File: config.mk
export PLATFORM = sky130hd
export DESIGN_NAME = irq_mask_ctrl
export DESIGN_NICKNAME = d
export VERILOG_FILES = /design/src/rtl/irq_ctl_pkg.sv /design/src/rtl/irq_mask_group.sv /design/src/rtl/irq_out_gen.sv /design/src/rtl/irq_reg_read.sv /design/src/rtl/irq_mask_ctrl.sv
export SDC_FILE = /design/constraint.sdc
export NUM_CORES = 1
export LEC_CHECK = 0
export ABC_CLOCK_PERIOD_IN_PS = 2100
export CELL_PAD_IN_SITES_DETAIL_PLACEMENT = 0
export CELL_PAD_IN_SITES_GLOBAL_PLACEMENT = 1
export CORE_AREA = 2 2 88 90
export CTS_CLUSTER_DIAMETER = 30
export DETAILED_ROUTE_END_ITERATION = 6
export DIE_AREA = 0 0 90 92
export HOLD_SLACK_MARGIN = 0.08
export PLACE_DENSITY_LB_ADDON = 0.1
export SLEW_MARGIN = 10
export SYNTH_ARGS = -nofsm -noshare
export SYNTH_HDL_FRONTEND = slang
export SYNTH_SLANG_ARGS = --single-unit
File: constraint.sdc
create_clock -name clk -period 2.1 [get_ports clk]
set_input_delay 0.42 -clock clk [delete_from_list [all_inputs] [get_ports clk]]
set_output_delay 0.42 -clock clk [all_outputs]
set_load 0.01 [all_outputs]
File: src/rtl/irq_ctl_pkg.sv
package irq_ctl_pkg;

  localparam int REG_W = 32;
  localparam int OFS_W = 8;

  localparam logic [OFS_W-1:0] OFS_TX_CTL  = 8'h04;
  localparam logic [OFS_W-1:0] OFS_RX_CTL  = 8'h14;
  localparam logic [OFS_W-1:0] OFS_TX_RAW  = 8'h80;
  localparam logic [OFS_W-1:0] OFS_TX_MSKD = 8'h84;
  localparam logic [OFS_W-1:0] OFS_TX_SET  = 8'h88;
  localparam logic [OFS_W-1:0] OFS_TX_CLR  = 8'h8C;
  localparam logic [OFS_W-1:0] OFS_VEC     = 8'h90;
  localparam logic [OFS_W-1:0] OFS_EOI     = 8'h94;
  localparam logic [OFS_W-1:0] OFS_RX_RAW  = 8'hA0;
  localparam logic [OFS_W-1:0] OFS_RX_MSKD = 8'hA4;
  localparam logic [OFS_W-1:0] OFS_RX_SET  = 8'hA8;
  localparam logic [OFS_W-1:0] OFS_RX_CLR  = 8'hAC;
  localparam logic [OFS_W-1:0] OFS_DM_RAW  = 8'hB0;
  localparam logic [OFS_W-1:0] OFS_DM_MSKD = 8'hB4;
  localparam logic [OFS_W-1:0] OFS_DM_SET  = 8'hB8;
  localparam logic [OFS_W-1:0] OFS_DM_CLR  = 8'hBC;

  // Vector bit positions, one per group
  localparam int VEC_TX  = 0;
  localparam int VEC_RX  = 1;
  localparam int VEC_DMA = 2;
  localparam int VEC_W   = 3;

  typedef struct packed {
    logic set_we;
    logic clr_we;
  } mask_wr_t;

  // Offsets that return data on a read (end-of-interrupt is write-only)
  function automatic logic rd_mapped(input logic [OFS_W-1:0] a);
    case (a)
      OFS_TX_CTL, OFS_RX_CTL, OFS_VEC,
      OFS_TX_RAW, OFS_TX_MSKD, OFS_TX_SET, OFS_TX_CLR,
      OFS_RX_RAW, OFS_RX_MSKD, OFS_RX_SET, OFS_RX_CLR,
      OFS_DM_RAW, OFS_DM_MSKD, OFS_DM_SET, OFS_DM_CLR: return 1'b1;
      default: return 1'b0;
    endcase
  endfunction

endpackage

File: src/rtl/irq_mask_group.sv
module irq_mask_group
  import irq_ctl_pkg::*;
#(
  parameter int W = 8
) (
  input  logic         clk,
  input  logic         rst,
  input  mask_wr_t     wr,
  input  logic [W-1:0] wbits,
  input  logic [W-1:0] raw,
  output logic [W-1:0] mask,
  output logic [W-1:0] masked,
  output logic         any
);

  logic [W-1:0] mask_q;
  logic [W-1:0] set_bits;
  logic [W-1:0] clr_bits;

  assign set_bits = wr.set_we ? wbits : '0;
  assign clr_bits = wr.clr_we ? wbits : '0;

  always_ff @(posedge clk) begin
    if (rst) mask_q <= '0;
    else     mask_q <= (mask_q | set_bits) & ~clr_bits;
  end

  genvar i;
  generate
    for (i = 0; i < W; i++) begin : g_bit
      assign masked[i] = raw[i] & mask_q[i];
    end
  endgenerate

  assign mask = mask_q;
  assign any  = |masked;


  set_ones_chk: assert property (@(posedge clk) disable iff (rst)
    wr.set_we |=> ((mask_q & $past(wbits)) == $past(wbits)));

  set_keep_chk: assert property (@(posedge clk) disable iff (rst)
    wr.set_we |=> ((mask_q & ~$past(wbits)) == ($past(mask_q) & ~$past(wbits))));

  clr_ones_chk: assert property (@(posedge clk) disable iff (rst)
    wr.clr_we |=> ((mask_q & $past(wbits)) == '0));

  mask_hold_chk: assert property (@(posedge clk) disable iff (rst)
    (!wr.set_we && !wr.clr_we) |=> $stable(mask_q));

endmodule

File: src/rtl/irq_out_gen.sv
module irq_out_gen (
  input  logic clk,
  input  logic rst,
  input  logic pend,
  input  logic eoi_wr,
  output logic irq
);

  logic irq_q;

  always_ff @(posedge clk) begin
    if (rst)         irq_q <= 1'b0;
    else if (eoi_wr) irq_q <= 1'b0;
    else             irq_q <= pend;
  end

  assign irq = irq_q;


  eoi_gap_chk: assert property (@(posedge clk) disable iff (rst)
    eoi_wr |=> !irq_q);

  irq_src_chk: assert property (@(posedge clk) disable iff (rst)
    irq_q |-> $past(pend));

endmodule

File: src/rtl/irq_reg_read.sv
module irq_reg_read
  import irq_ctl_pkg::*;
#(
  parameter int NCH   = 8,
  parameter int DMA_W = 2
) (
  input  logic             clk,
  input  logic             rst,
  input  logic             rd_en,
  input  logic [OFS_W-1:0] addr,
  input  logic [NCH-1:0]   tx_raw,
  input  logic [NCH-1:0]   tx_mask,
  input  logic [NCH-1:0]   tx_mskd,
  input  logic [NCH-1:0]   rx_raw,
  input  logic [NCH-1:0]   rx_mask,
  input  logic [NCH-1:0]   rx_mskd,
  input  logic [DMA_W-1:0] dm_raw,
  input  logic [DMA_W-1:0] dm_mask,
  input  logic [DMA_W-1:0] dm_mskd,
  input  logic [VEC_W-1:0] vec,
  input  logic             tx_run,
  input  logic             rx_run,
  output logic [REG_W-1:0] rdata
);

  logic [REG_W-1:0] rd_q;
  logic [REG_W-1:0] rd_mux;

  always_comb begin
    case (addr)
      OFS_TX_CTL:              rd_mux = REG_W'(tx_run);
      OFS_RX_CTL:              rd_mux = REG_W'(rx_run);
      OFS_VEC:                 rd_mux = REG_W'(vec);
      OFS_TX_RAW:              rd_mux = REG_W'(tx_raw);
      OFS_TX_MSKD:             rd_mux = REG_W'(tx_mskd);
      OFS_TX_SET, OFS_TX_CLR:  rd_mux = REG_W'(tx_mask);
      OFS_RX_RAW:              rd_mux = REG_W'(rx_raw);
      OFS_RX_MSKD:             rd_mux = REG_W'(rx_mskd);
      OFS_RX_SET, OFS_RX_CLR:  rd_mux = REG_W'(rx_mask);
      OFS_DM_RAW:              rd_mux = REG_W'(dm_raw);
      OFS_DM_MSKD:             rd_mux = REG_W'(dm_mskd);
      OFS_DM_SET, OFS_DM_CLR:  rd_mux = REG_W'(dm_mask);
      default:                 rd_mux = '0;
    endcase
  end

  always_ff @(posedge clk) begin
    if (rst)        rd_q <= '0;
    else if (rd_en) rd_q <= rd_mux;
    else            rd_q <= '0;
  end

  assign rdata = rd_q;


  unmapped_zero_chk: assert property (@(posedge clk) disable iff (rst)
    (rd_en && !rd_mapped(addr)) |=> (rdata == '0));

  idle_zero_chk: assert property (@(posedge clk) disable iff (rst)
    !rd_en |=> (rdata == '0));

endmodule

File: src/rtl/irq_mask_ctrl.sv
module irq_mask_ctrl
  import irq_ctl_pkg::*;
#(
  parameter int NCH   = 8,
  parameter int DMA_W = 2
) (
  input  logic             clk,
  input  logic             rst,
  input  logic             wr_en,
  input  logic             rd_en,
  input  logic [7:0]       addr,
  input  logic [31:0]      wdata,
  output logic [31:0]      rdata,
  input  logic [NCH-1:0]   tx_src,
  input  logic [NCH-1:0]   rx_src,
  input  logic [DMA_W-1:0] dma_src,
  output logic             tx_run,
  output logic             rx_run,
  output logic             irq
);

  mask_wr_t         tx_wr, rx_wr, dm_wr;
  logic [NCH-1:0]   tx_mask, tx_mskd, rx_mask, rx_mskd;
  logic [DMA_W-1:0] dm_mask, dm_mskd;
  logic             tx_any, rx_any, dm_any;
  logic [VEC_W-1:0] vec;
  logic             eoi_wr;
  logic             tx_run_q, rx_run_q;
  logic             unused_wdata;

  assign tx_wr.set_we = wr_en && (addr == OFS_TX_SET);
  assign tx_wr.clr_we = wr_en && (addr == OFS_TX_CLR);
  assign rx_wr.set_we = wr_en && (addr == OFS_RX_SET);
  assign rx_wr.clr_we = wr_en && (addr == OFS_RX_CLR);
  assign dm_wr.set_we = wr_en && (addr == OFS_DM_SET);
  assign dm_wr.clr_we = wr_en && (addr == OFS_DM_CLR);
  assign eoi_wr       = wr_en && (addr == OFS_EOI);
  assign unused_wdata = ^wdata;

  irq_mask_group #(.W(NCH)) u_tx (
    .clk(clk), .rst(rst), .wr(tx_wr), .wbits(wdata[NCH-1:0]), .raw(tx_src),
    .mask(tx_mask), .masked(tx_mskd), .any(tx_any));

  irq_mask_group #(.W(NCH)) u_rx (
    .clk(clk), .rst(rst), .wr(rx_wr), .wbits(wdata[NCH-1:0]), .raw(rx_src),
    .mask(rx_mask), .masked(rx_mskd), .any(rx_any));

  irq_mask_group #(.W(DMA_W)) u_dm (
    .clk(clk), .rst(rst), .wr(dm_wr), .wbits(wdata[DMA_W-1:0]), .raw(dma_src),
    .mask(dm_mask), .masked(dm_mskd), .any(dm_any));

  always_comb begin
    vec          = '0;
    vec[VEC_TX]  = tx_any;
    vec[VEC_RX]  = rx_any;
    vec[VEC_DMA] = dm_any;
  end

  always_ff @(posedge clk) begin
    if (rst) begin
      tx_run_q <= 1'b0;
      rx_run_q <= 1'b0;
    end else if (wr_en) begin
      if (addr == OFS_TX_CTL) tx_run_q <= wdata[0];
      if (addr == OFS_RX_CTL) rx_run_q <= wdata[0];
    end
  end

  assign tx_run = tx_run_q;
  assign rx_run = rx_run_q;

  irq_out_gen u_irq (
    .clk(clk), .rst(rst), .pend(|vec), .eoi_wr(eoi_wr), .irq(irq));

  irq_reg_read #(.NCH(NCH), .DMA_W(DMA_W)) u_rd (
    .clk(clk), .rst(rst), .rd_en(rd_en), .addr(addr),
    .tx_raw(tx_src), .tx_mask(tx_mask), .tx_mskd(tx_mskd),
    .rx_raw(rx_src), .rx_mask(rx_mask), .rx_mskd(rx_mskd),
    .dm_raw(dma_src), .dm_mask(dm_mask), .dm_mskd(dm_mskd),
    .vec(vec), .tx_run(tx_run_q), .rx_run(rx_run_q), .rdata(rdata));


  tx_ctl_chk: assert property (@(posedge clk) disable iff (rst)
    (wr_en && addr == OFS_TX_CTL) |=> (tx_run == $past(wdata[0])));

  rx_ctl_chk: assert property (@(posedge clk) disable iff (rst)
    (wr_en && addr == OFS_RX_CTL) |=> (rx_run == $past(wdata[0])));

  host_err_chk: assert property (@(posedge clk) disable iff (rst)
    (!eoi_wr && dm_mask[1] && dma_src[1]) |=> irq);

endmodule

==> summary.md, run 1 <==
| Metric | Value |
|---|---|
| Worst setup path endpoint | `u_rd.rdata[7]` |
| GPL Wtd Cong | `0.8894` |
| Tcrit/Tclk final | `89.08%` |
| Avg WL per Cell | `14.83 microns` |
| Number of global-route vias before repair | `1881` |
| Worst setup SP type | `primary input` |
| CORE AREA | `7447 sq um` |
| DRC | `0` |
| CTS root buf | `clkbuf_8` |
| Die X | `90 microns` |
| Crit path arrival time | `2.09 ns` |
| Row cnt | `32` |
| Hold/Removal Path Class | `register to register` |
| Cells after Synth | `250` |
| Final hold violation count | `0` |
| Fin crit period | `1.871 ns` |
| Largest net degree at the start of global routing | `21` |
| Reg2Reg Depth | `5` |
| Clock Latency Late Sink | `0.29 ns` |
| Vias per cell | `4.810` |
| Crit path capture type | `register` |
| Reg-to-Reg Start | `u_rx.mask[6]` |
| Worst reg-to-reg setup slack | `0.60 ns` |
| Initial antenna violation count | `0` |
| Global-route wire length before repair | `9.942 mm` |
| Crit path cell chain | `clkdlybuf4s50_1 -> nor4bb_4 -> buf_4 -> buf_4 -> nand4_1 -> a21oi_1 -> a211oi_1 -> nor2_1` |
| Die Ht | `92 microns` |
| Adder-Cell Fraction of Synth Area | `0%` |
| # IOs | `97` |
| Count of TritonRoute iterations in the first routing pass | `4` |
| CP most frequent cell | `buf_4` |
| Post-CTS Setup Inserts | `0` |
| Xor/xnor share of the synthesized area | `0%` |
| Leak Pwr | `1.044 nW` |
| Worst Path Max Fanout | `14` |
| Final setup viols | `0` |
| Outcome | `finished clean` |
| Max cap viols | `0` |
| Share of the yosys chip area belonging to registers | `29.11%` |
| Final nets | `379` |
| PortBufs | `48` |
| Layout cells sized above 1 | `13.84%` |
| Routed WL | `6.229 mm` |
| CP max stage cell | `clkdlybuf4s50_1` |
| Max Clk Rate | `534.5 MHz` |
| Routed Antenna Nets | `0` |
| Mux cell area share after synthesis | `7.089%` |
| Synth Area in Compound Gates | `21.08%` |
| Clk pwr share | `43.8%` |
| CP Class | `primary input to register` |
| Post-Synth Simple-Gate Area | `27.42%` |
| FF-to-FF End | `u_irq.irq` |
| Ant diodes | `0` |
| Worst hold path depth | `2` |
| Crit path launch | `addr[4]` |
| Psw | `367.9 uW` |
| Via count | `2020` |
| Die area | `8280 sq um` |
| Final core occ | `36.98%` |
| CTS Hold Buffers Added | `0` |
| Req. time, crit path | `2.32 ns` |
| HPWL Detailed | `4.762 mm` |
| Post-Syn Area | `1994 sq um` |
| Setup TNS | `0 ns` |
| CTS sink count | `29` |
| Fin Clk Skew | `0.008434 ns` |
| Switch share | `26.57%` |
| Comb pwr share | `16.5%` |
| CP peak stage delay | `0.53 ns` |
| Post-synth top area share | `29.11%` |
| PwrDens | `502.7 nW/um^2` |
| GRT Total Usage | `15.28%` |
| Yosys top cell by area | `dfxtp_1` |
| TritonCTS Buffers | `5` |
| Sequential power share | `39.8%` |
| RSZ-0062 raised after global routing | `false` |
| Worst-case clock buffer depth | `2` |
| Worst-path clk slew | `0.08 ns` |
| Worst VDD drop | `0.1965 mV` |
| Filler cell count | `793` |
| Syn Area/Cell | `7.978 sq um` |
| Largest family of logic cells by synthesized area | `simple AND/OR/NAND/NOR gates` |
| P_int | `1.016 mW` |
| Yosys warning count | `0` |
| Netlist cell types | `44` |
| Power, Total | `1.384 mW` |
| GR Overflow Total | `0` |
| Post-CTS sizing | `0` |
| Initial core utilization | `26.78%` |
| FF+latch count, synth | `29` |
| Worst hold path startpoint | `u_tx.mask[7]` |
| Synth area leaders | `dfxtp_1 29%, buf_4 9.8%, mux2i_1 6.5%, nand2_1 6.4%, nand3_1 5.0%` |
| Iteration-0 DRC count of the detailed router | `101` |
| Area growth syn-to-layout | `38.08%` |
| H-Tree Depth | `2` |
| Max Slew Vio Count | `0` |
| CTS tree | `built` |
==> power by group through the flow <==
stage               combinational [mW]  clock [mW]  sequential (mW)
CTS                              0.228       0.627            0.550
floorplan                        0.120           0            0.563
finish                           0.228       0.606            0.551
global placement                 0.230           0            0.563
global route                     0.246       0.652            0.551
detailed placement               0.227           0            0.563
==> synth_stat cells, drive strengths merged <==
library cell  count
buf              34
nand2            34
dfxtp            29
nor2             24
nand3            21
a21oi            17
mux2i            13
a22oi            12
o21ai             8
nand4             7
a22o              5
clkbuf            5
nor3              5
a311oi            3
a31oi             3
and3              3
a221oi            2
a32oi             2
nor2b             2
nor4b             2
o22ai             2
a211oi            1
a21bo             1
a21o              1
a31o              1
a32o              1
and4b             1
conb              1
inv               1
mux2              1
nand3b            1
nor3b             1
nor4              1
nor4bb            1
o2111ai           1
o21a              1
o221ai            1
or3               1
==> cells in the final DEF (no fill, tap or decap), types with 5 or more instances in the layout <==
master	Yosys	routed
a22o_1	5	5
mux2i_1	13	13
o21ai_0	6	6
nor2_1	24	24
nand2_1	34	34
clkdlybuf4s50_1	0	48
dfxtp_1	29	29
nor3_1	5	5
clkbuf_8	0	5
nand3_1	20	20
nand4_1	7	7
buf_4	26	25
conb_1	1	24
a21oi_1	17	17
a22oi_1	12	12
==> critical path, delay by kind of cell <==
kind / cells / cell delay [ns]
AO/OA/AOI/OAI: 2 / 0.21
AND/OR/NAND/NOR: 3 / 0.52
buffers and inverters: 3 / 0.94
==> state kept, by name, summed over array words and instances (netlist names) <==
| register | flops |
|---|---|
| rx_run | 1 |
| tx_run | 1 |
| u_tx.mask | 8 |
| u_irq.irq | 1 |
| u_rd.rdata | 8 |
| u_dm.mask | 2 |
| u_rx.mask | 8 |
==> worst min path at each step <==
stage,to
after CTS,u_tx.mask[7]
final,u_tx.mask[7]
after global routing,u_tx.mask[1]
after floorplan,u_tx.mask[7]
after global placement,u_tx.mask[7]
after detailed placement,u_tx.mask[7]
==> kinds of logic after synthesis <==
logic type / Yosys count
compound gates: 62
buf+inv: 40
flops: 29
mux: 14
other cells: 1
simple gates: 104
==> layer usage <==
layer	global-route usage, %	up-vias	share of wire, %
met3	3.698	8	6.4
met5	0	-	0
met4	5.256	0	1.7
met2	23.43	77	43
li1	-	998	-
met1	20.98	937	49
==> cell type report <==
type                       count  area [sq um]  share of cell area [%]
clock buffer                   5         68.82                   2.499
clock inverter                 3         46.29                   1.681
inverter                       1         3.754                  0.1363
multi-input combinational    204          1199                   43.53
sequential                    29         580.6                   21.08
tap                          102         127.6                   4.634
timing repair buffer          76         728.2                   26.44
==> through the flow <==
step | hold slack [ns] | setup WS, ns | area [sq um] | std cells
5_1_grt | 0.5313 | 0.07495 | 2754 | 420
3_3_place_gp | 0.4735 | -0.1147 | 2639 | 412
4_1_cts | 0.4870 | 0.1998 | 2754 | 420
2_1_floorplan | 0.4493 | 0.4863 | 2081 | 273
6_report | 0.4846 | 0.2292 | 2754 | 420
3_5_place_dp | 0.4751 | -0.07762 | 2639 | 412
(Power assumes the default switching activity.)
==> run 2: changes to the inputs <==
CORE_AREA = 2 2 71 73   (was 2 2 88 90)
DIE_AREA = 0 0 73 75   (was 0 0 90 92)
DONT_BUFFER_PORTS = 1   (was unset)
==> summary.md, run 2 (synthesized netlist as in run 1, its figures left out) <==
| Metric | Value |
|---|---|
| Max Clk Rate | `694.7 MHz (+30%)` |
| H-Tree Depth | `2 (unchanged)` |
| CORE AREA | `4661 sq um (-37%)` |
| CTS Hold Buffers Added | `0 (unchanged)` |
| TritonCTS Buffers | `5 (unchanged)` |
| Top Family by Delay on Critical Path | `compound AO/OA/AOI/OAI gates` |
| Post-CTS Setup Inserts | `0 (unchanged)` |
| Req. time, crit path | `2.26 ns (-0.06 ns)` |
| Setup WS pre-CTS | `0.4355 ns (+0.5131 ns)` |
| Final setup viols | `0 (unchanged)` |
| Count of TritonRoute iterations in the first routing pass | `4 (unchanged)` |
| Fin crit period | `1.439 ns (-0.4314 ns)` |
| HPWL Detailed | `3.952 mm (-17%)` |
| Area growth syn-to-layout | `1.819%` |
| Clock Latency Late Sink | `0.29 ns (about the same)` |
| Ant diodes | `0 (unchanged)` |
| GRT Total Usage | `19.82% (+4.5 points)` |
| Most common cell after layout, fill and taps aside | `nand2_1` |
| Worst setup SP type | `register` |
| Worst-path clk slew | `0.08 ns (about the same)` |
| Via count | `1787 (-12%)` |
| Final worst slack | `0.6606 ns (+0.4314 ns)` |
| Max cap viols | `0 (unchanged)` |
| Number of global-route vias before repair | `1559 (-17%)` |
| Hold/Removal Path Class | `primary input to register` |
| CTS sink count | `29 (unchanged)` |
| Largest net degree at the start of global routing | `23 (+9.5%)` |
| Die area | `5475 sq um (-34%)` |
| # IOs | `97 (unchanged)` |
| Crit path cell chain | `a22o_1 -> a221oi_1 -> nand3_1 -> nor3_1 -> a311oi_1` |
| Die Ht | `75 microns (-18%)` |
| Most frequent cells in the layout | `34 x nand2_1, 29 x dfxtp_1, 24 x nor2_1, 24 x conb_1, 20 x nand3_1` |
| Worst VDD drop | `0.3625 mV (+85%)` |
| Global-route wire length before repair | `8.211 mm (-17%)` |
| Initial antenna violation count | `0 (unchanged)` |
| Layout cells sized above 1 | `9.600% (-4.2 points)` |
| CP peak stage delay | `0.35 ns (-0.18 ns)` |
| Sequential power share | `43.9% (+4.1 points)` |
| Tcrit/Tclk final | `68.54% (-21 points)` |
| Psw | `287.1 uW (-22%)` |
| Clk pwr share | `49.3% (+5.5 points)` |
| DRC | `0 (unchanged)` |
| GPL Wtd Cong | `0.8319 (-6.5%)` |
| Worst Path Max Fanout | `4 (-10)` |
| Row cnt | `25 (-22%)` |
| Routed WL | `5.268 mm (-15%)` |
| Crit path capture type | `register` |
| Initial core utilization | `42.79% (+16 points)` |
| Post-CTS sizing | `0 (unchanged)` |
| Setup TNS | `0 ns (unchanged)` |
| Vias per cell | `5.878 (+22%)` |
| CTS tree | `built` |
| PortBufs | `0 (-100%)` |
| Worst-case clock buffer depth | `2 (unchanged)` |
| Routed Antenna Nets | `0 (unchanged)` |
| Die X | `73 microns (-19%)` |
| Avg WL per Cell | `17.33 microns (+17%)` |
| Comb pwr share | `6.7% (-9.8 points)` |
| Fin Clk Skew | `0.01109 ns (+0.002654 ns)` |
| PwrDens | `617.5 nW/um^2 (+23%)` |
| WP buf/inv | `0 (-3)` |
| CP max stage cell | `dfxtp_1` |
| P_int | `966.8 uW (-4.9%)` |
| GR Overflow Total | `0 (unchanged)` |
| Switch share | `22.90% (-3.7 points)` |
| Final hold violation count | `0 (unchanged)` |
| CP Class | `register to register` |
| Outcome | `finished clean` |
| RSZ-0062 raised after global routing | `false` |
| Max Slew Vio Count | `0 (unchanged)` |
| Iteration-0 DRC count of the detailed router | `123 (+22%)` |
| Final nets | `311 (-18%)` |
| CTS root buf | `clkbuf_8` |
| Crit path arrival time | `1.60 ns (-0.49 ns)` |
| Leak Pwr | `0.7567 nW (-28%)` |
run 2: changes by cell type in the layout (fill, tap and decap cells not counted), sizes merged:
cell / delta
clkinv: -1
clkdlybuf4s50: -48
buf: -20
clkbuf: +1
run 2: path summary, 6_finish.rpt:
kind                  end  slack [ns]  cells past startpoint          from
max             u_irq.irq        0.66                      5  u_rx.mask[6]
min             u_irq.irq        0.19                      1           rst
max reg2reg     u_irq.irq        0.66                      5  u_rx.mask[6]
min reg2reg  u_tx.mask[7]        0.49                      2  u_tx.mask[7]
run 2: area by class of cell:
class / count / area (sq um)
clock buffers: 6 / 82.58
clock inverters: 2 / 37.54
fillers: 483 / 2630
inverters: 1 / 3.754
multi-input cells: 204 / 1199
flip-flops and latches: 29 / 580.6
well taps: 54 / 67.56
repair buffers: 8 / 60.06
run 2: power by group through the flow:
stage | logic [mW] | clock network, mW | registers [mW]
after floorplan | 0.120 | 0 | 0.563
after global placement | 0.0837 | 0 | 0.564
after detailed placement | 0.0831 | 0 | 0.564
after CTS | 0.0833 | 0.630 | 0.551
after global routing | 0.0938 | 0.659 | 0.551
final | 0.0846 | 0.618 | 0.551
run 2: per-layer routing:
layer	wire length (microns)	GRT usage, %	part of all wire, %
met5	0	0	0
met4	74	6.173	1.4
met3	541	5.489	10
met2	2255	29.03	43
met1	2397	28.23	46
run 2: per-stage QoR:
step / cell area, sq um / power (mW) / hold slack (ns) / utilization (%) / cells
floorplan: 2081 / 0.6829 / 0.4493 / - / 273
global placement: 1911 / 0.6473 / 0.4745 / 40.99 / 296
detailed placement: 1911 / 0.6467 / 0.4846 / 40.99 / 296
CTS: 2031 / 1.265 / 0.1871 / 43.57 / 304
global route: 2031 / 1.303 / 0.1865 / 43.57 / 304
finish: 2031 / 1.254 / 0.1924 / 43.57 / 304
==> run 3: changes to the inputs <==
ABC_CLOCK_PERIOD_IN_PS = 1400   (was 2100)
clock period = 1.4 ns   (was 2.1 ns; I/O delays follow)
==> summary.md, run 3 (synthesized netlist as in run 1, its figures left out) <==
| Metric | Value |
|---|---|
| Outcome | `finished clean` |
| H-Tree Depth | `2 (unchanged)` |
| Count of TritonRoute iterations in the first routing pass | `4 (unchanged)` |
| Layout cells sized above 1 | `15.15% (+5.6 points)` |
| PwrDens | `852.1 nW/um^2 (+38%)` |
| Sequential power share | `43.8% (about the same)` |
| Metal3 WL | `587 microns (+8.5%)` |
| Ant diodes | `0 (unchanged)` |
| Row cnt | `25 (unchanged)` |
| CORE AREA | `4661 sq um (unchanged)` |
| Crit path capture type | `register` |
| TritonCTS Buffers | `5 (unchanged)` |
| Max cap viols | `0 (unchanged)` |
| PortBufs | `0 (unchanged)` |
| Cell Area, Placed | `2041 sq um (+6.8%)` |
| Highest routed layer | `met4` |
| Clk pwr share | `48.1% (-1.2 points)` |
| CTS root buf | `clkbuf_8` |
| Post-route design area | `2212 sq um (+8.9%)` |
| Global-route wire length before repair | `8.473 mm (+3.2%)` |
| GRT Total Usage | `20.72% (+0.90 points)` |
| Leak Pwr | `0.8611 nW (+14%)` |
| Worst VDD drop | `0.6287 mV (+73%)` |
| CTS sink count | `29 (unchanged)` |
| Number of global-route vias before repair | `1559 (unchanged)` |
| Die Ht | `75 microns (unchanged)` |
| CTS tree | `built` |
| Iteration-0 DRC count of the detailed router | `155 (+26%)` |
| Crit path arrival time | `1.47 ns (-0.13 ns)` |
| Final nets | `325 (+4.5%)` |
| Switch share | `24.76% (+1.9 points)` |
| GR Overflow Total | `0 (unchanged)` |
| Via count | `1821 (+1.9%)` |
| DR WL met2 | `2.325 mm (+3.1%)` |
| Worst slew margin relative to its limit | `49.95%` |
| Area growth syn-to-layout | `10.92%` |
| Fin crit period | `1.325 ns (-0.1145 ns)` |
| RSZ-0062 raised after global routing | `false` |
| Fin Clk Skew | `0.009329 ns (-0.001759 ns)` |
| Die X | `73 microns (unchanged)` |
| GPL Wtd Cong | `0.8931 (+7.4%)` |
| M1 WL | `2.517 mm (+5.0%)` |
| Clock Latency Late Sink | `0.29 ns (about the same)` |
| Largest net degree at the start of global routing | `23 (unchanged)` |
| Psw | `466.7 uW (+63%)` |
| Initial antenna violation count | `0 (unchanged)` |
| Max Clk Rate | `754.8 MHz (+8.6%)` |
| Actual slew at the worst max-slew pin | `0.7483 ns` |
| Power, Total | `1.885 mW (+50%)` |
| P_int | `1.418 mW (+47%)` |
| Hold/Removal Path Class | `primary input to register` |
| Worst-path clk slew | `0.08 ns (about the same)` |
| Most frequent cells in the layout | `32 x nand2_1, 29 x dfxtp_1, 24 x nor2_1, 24 x conb_1, 20 x nand3_1` |
| CP Class | `register to register` |
| Comb pwr share | `8.1% (+1.4 points)` |
| Worst-case clock buffer depth | `2 (unchanged)` |
| Most common cell after layout, fill and taps aside | `nand2_1` |
| # IOs | `97 (unchanged)` |
| Routed Antenna Nets | `0 (unchanged)` |
| Routed WL | `5.545 mm (+5.3%)` |
| Req. time, crit path | `1.54 ns (-0.72 ns)` |
| Initial core utilization | `42.79% (unchanged)` |
| Vias per cell | `5.726 (-2.6%)` |
| DRC | `0 (unchanged)` |
| Final hold violation count | `0 (unchanged)` |
| Max Slew Vio Count | `0 (unchanged)` |
| Die area | `5475 sq um (unchanged)` |
| Tcrit/Tclk final | `94.63% (+26 points)` |
| HPWL Detailed | `4.052 mm (+2.5%)` |
| Worst setup SP type | `register` |
| Avg WL per Cell | `17.44 microns (+0.62%)` |
| Final setup viols | `0 (unchanged)` |
| Worst Path Max Fanout | `2 (-2)` |
## run 3: cell types whose count changed in the layout (fill, tap and decap cells not counted), sizes merged
cell / previous run / this run
clkinv: 0 / 1
clkbuf: 6 / 5
buf: 8 / 19
dlygate4sd3: 0 / 3
## run 3: final cells by class
| class | instances | area [sq um] |
|---|---|---|
| tap | 54 | 67.56 |
| inverter | 1 | 3.754 |
| fill | 469 | 2449 |
| multi-input combinational | 204 | 1235 |
| timing repair buffer | 22 | 210.2 |
| clock buffer | 5 | 68.82 |
| clock inverter | 3 | 46.29 |
| sequential | 29 | 580.6 |
## run 3: worst paths after layout
kind | cells after the start | slack, ns | to | startpoint
max | 5 | 0.08 | u_irq.irq | u_rx.mask[6]
min | 1 | 0.1 | u_irq.irq | wr_en
max reg2reg | 5 | 0.08 | u_irq.irq | u_rx.mask[6]
min reg2reg | 2 | 0.49 | u_tx.mask[6] | u_tx.mask[6]
## run 3: worst max-delay path, cell delays in order, from the launching register on
cell,delay (ns)
dfxtp_1,0.31
a22o_1,0.22
a221oi_2,0.20
nand3_1,0.16
nor3_2,0.22
a311oi_1,0.07
## run 3: routing by layer
metal | global-route usage, % | vias up
met5 | 0 | -
met3 | 7.095 | 12
li1 | - | 896
met2 | 28.13 | 85
met4 | 7.613 | 0
met1 | 29.99 | 828
## run 3: repair_timing
action / CTS / global route
gates resized for setup: 1 / 1
hold buffers: 2 / 1
setup buffers: 0 / 2
endpoints found under the hold margin: 21 / 19
pin swaps: 0 / 1
endpoints found under the setup margin: 1 / 4
## run 3: power groups by stage
stage               sequential [mW]  combinational [mW]  clock [mW]
finish                        0.826               0.152       0.906
global route                  0.826               0.166       0.975
CTS                           0.826               0.137       0.930
detailed placement            0.845               0.136           0
global placement              0.845               0.137           0
floorplan                     0.845               0.186           0
## run 3: per-stage QoR
step	worst slack (ns)	cells	hold WS, ns	TNS (ns)	util (%)
after detailed placement	-0.03917	305	0.3543	-0.2236	43.79
after global routing	0.01394	318	0.08872	0	47.46
after global placement	-0.02011	305	0.3525	-0.1210	43.79
final	0.07514	318	0.09778	0	47.46
after floorplan	-0.04399	273	0.3521	-0.4146	-
after CTS	0.003260	315	0.04654	0	46.79
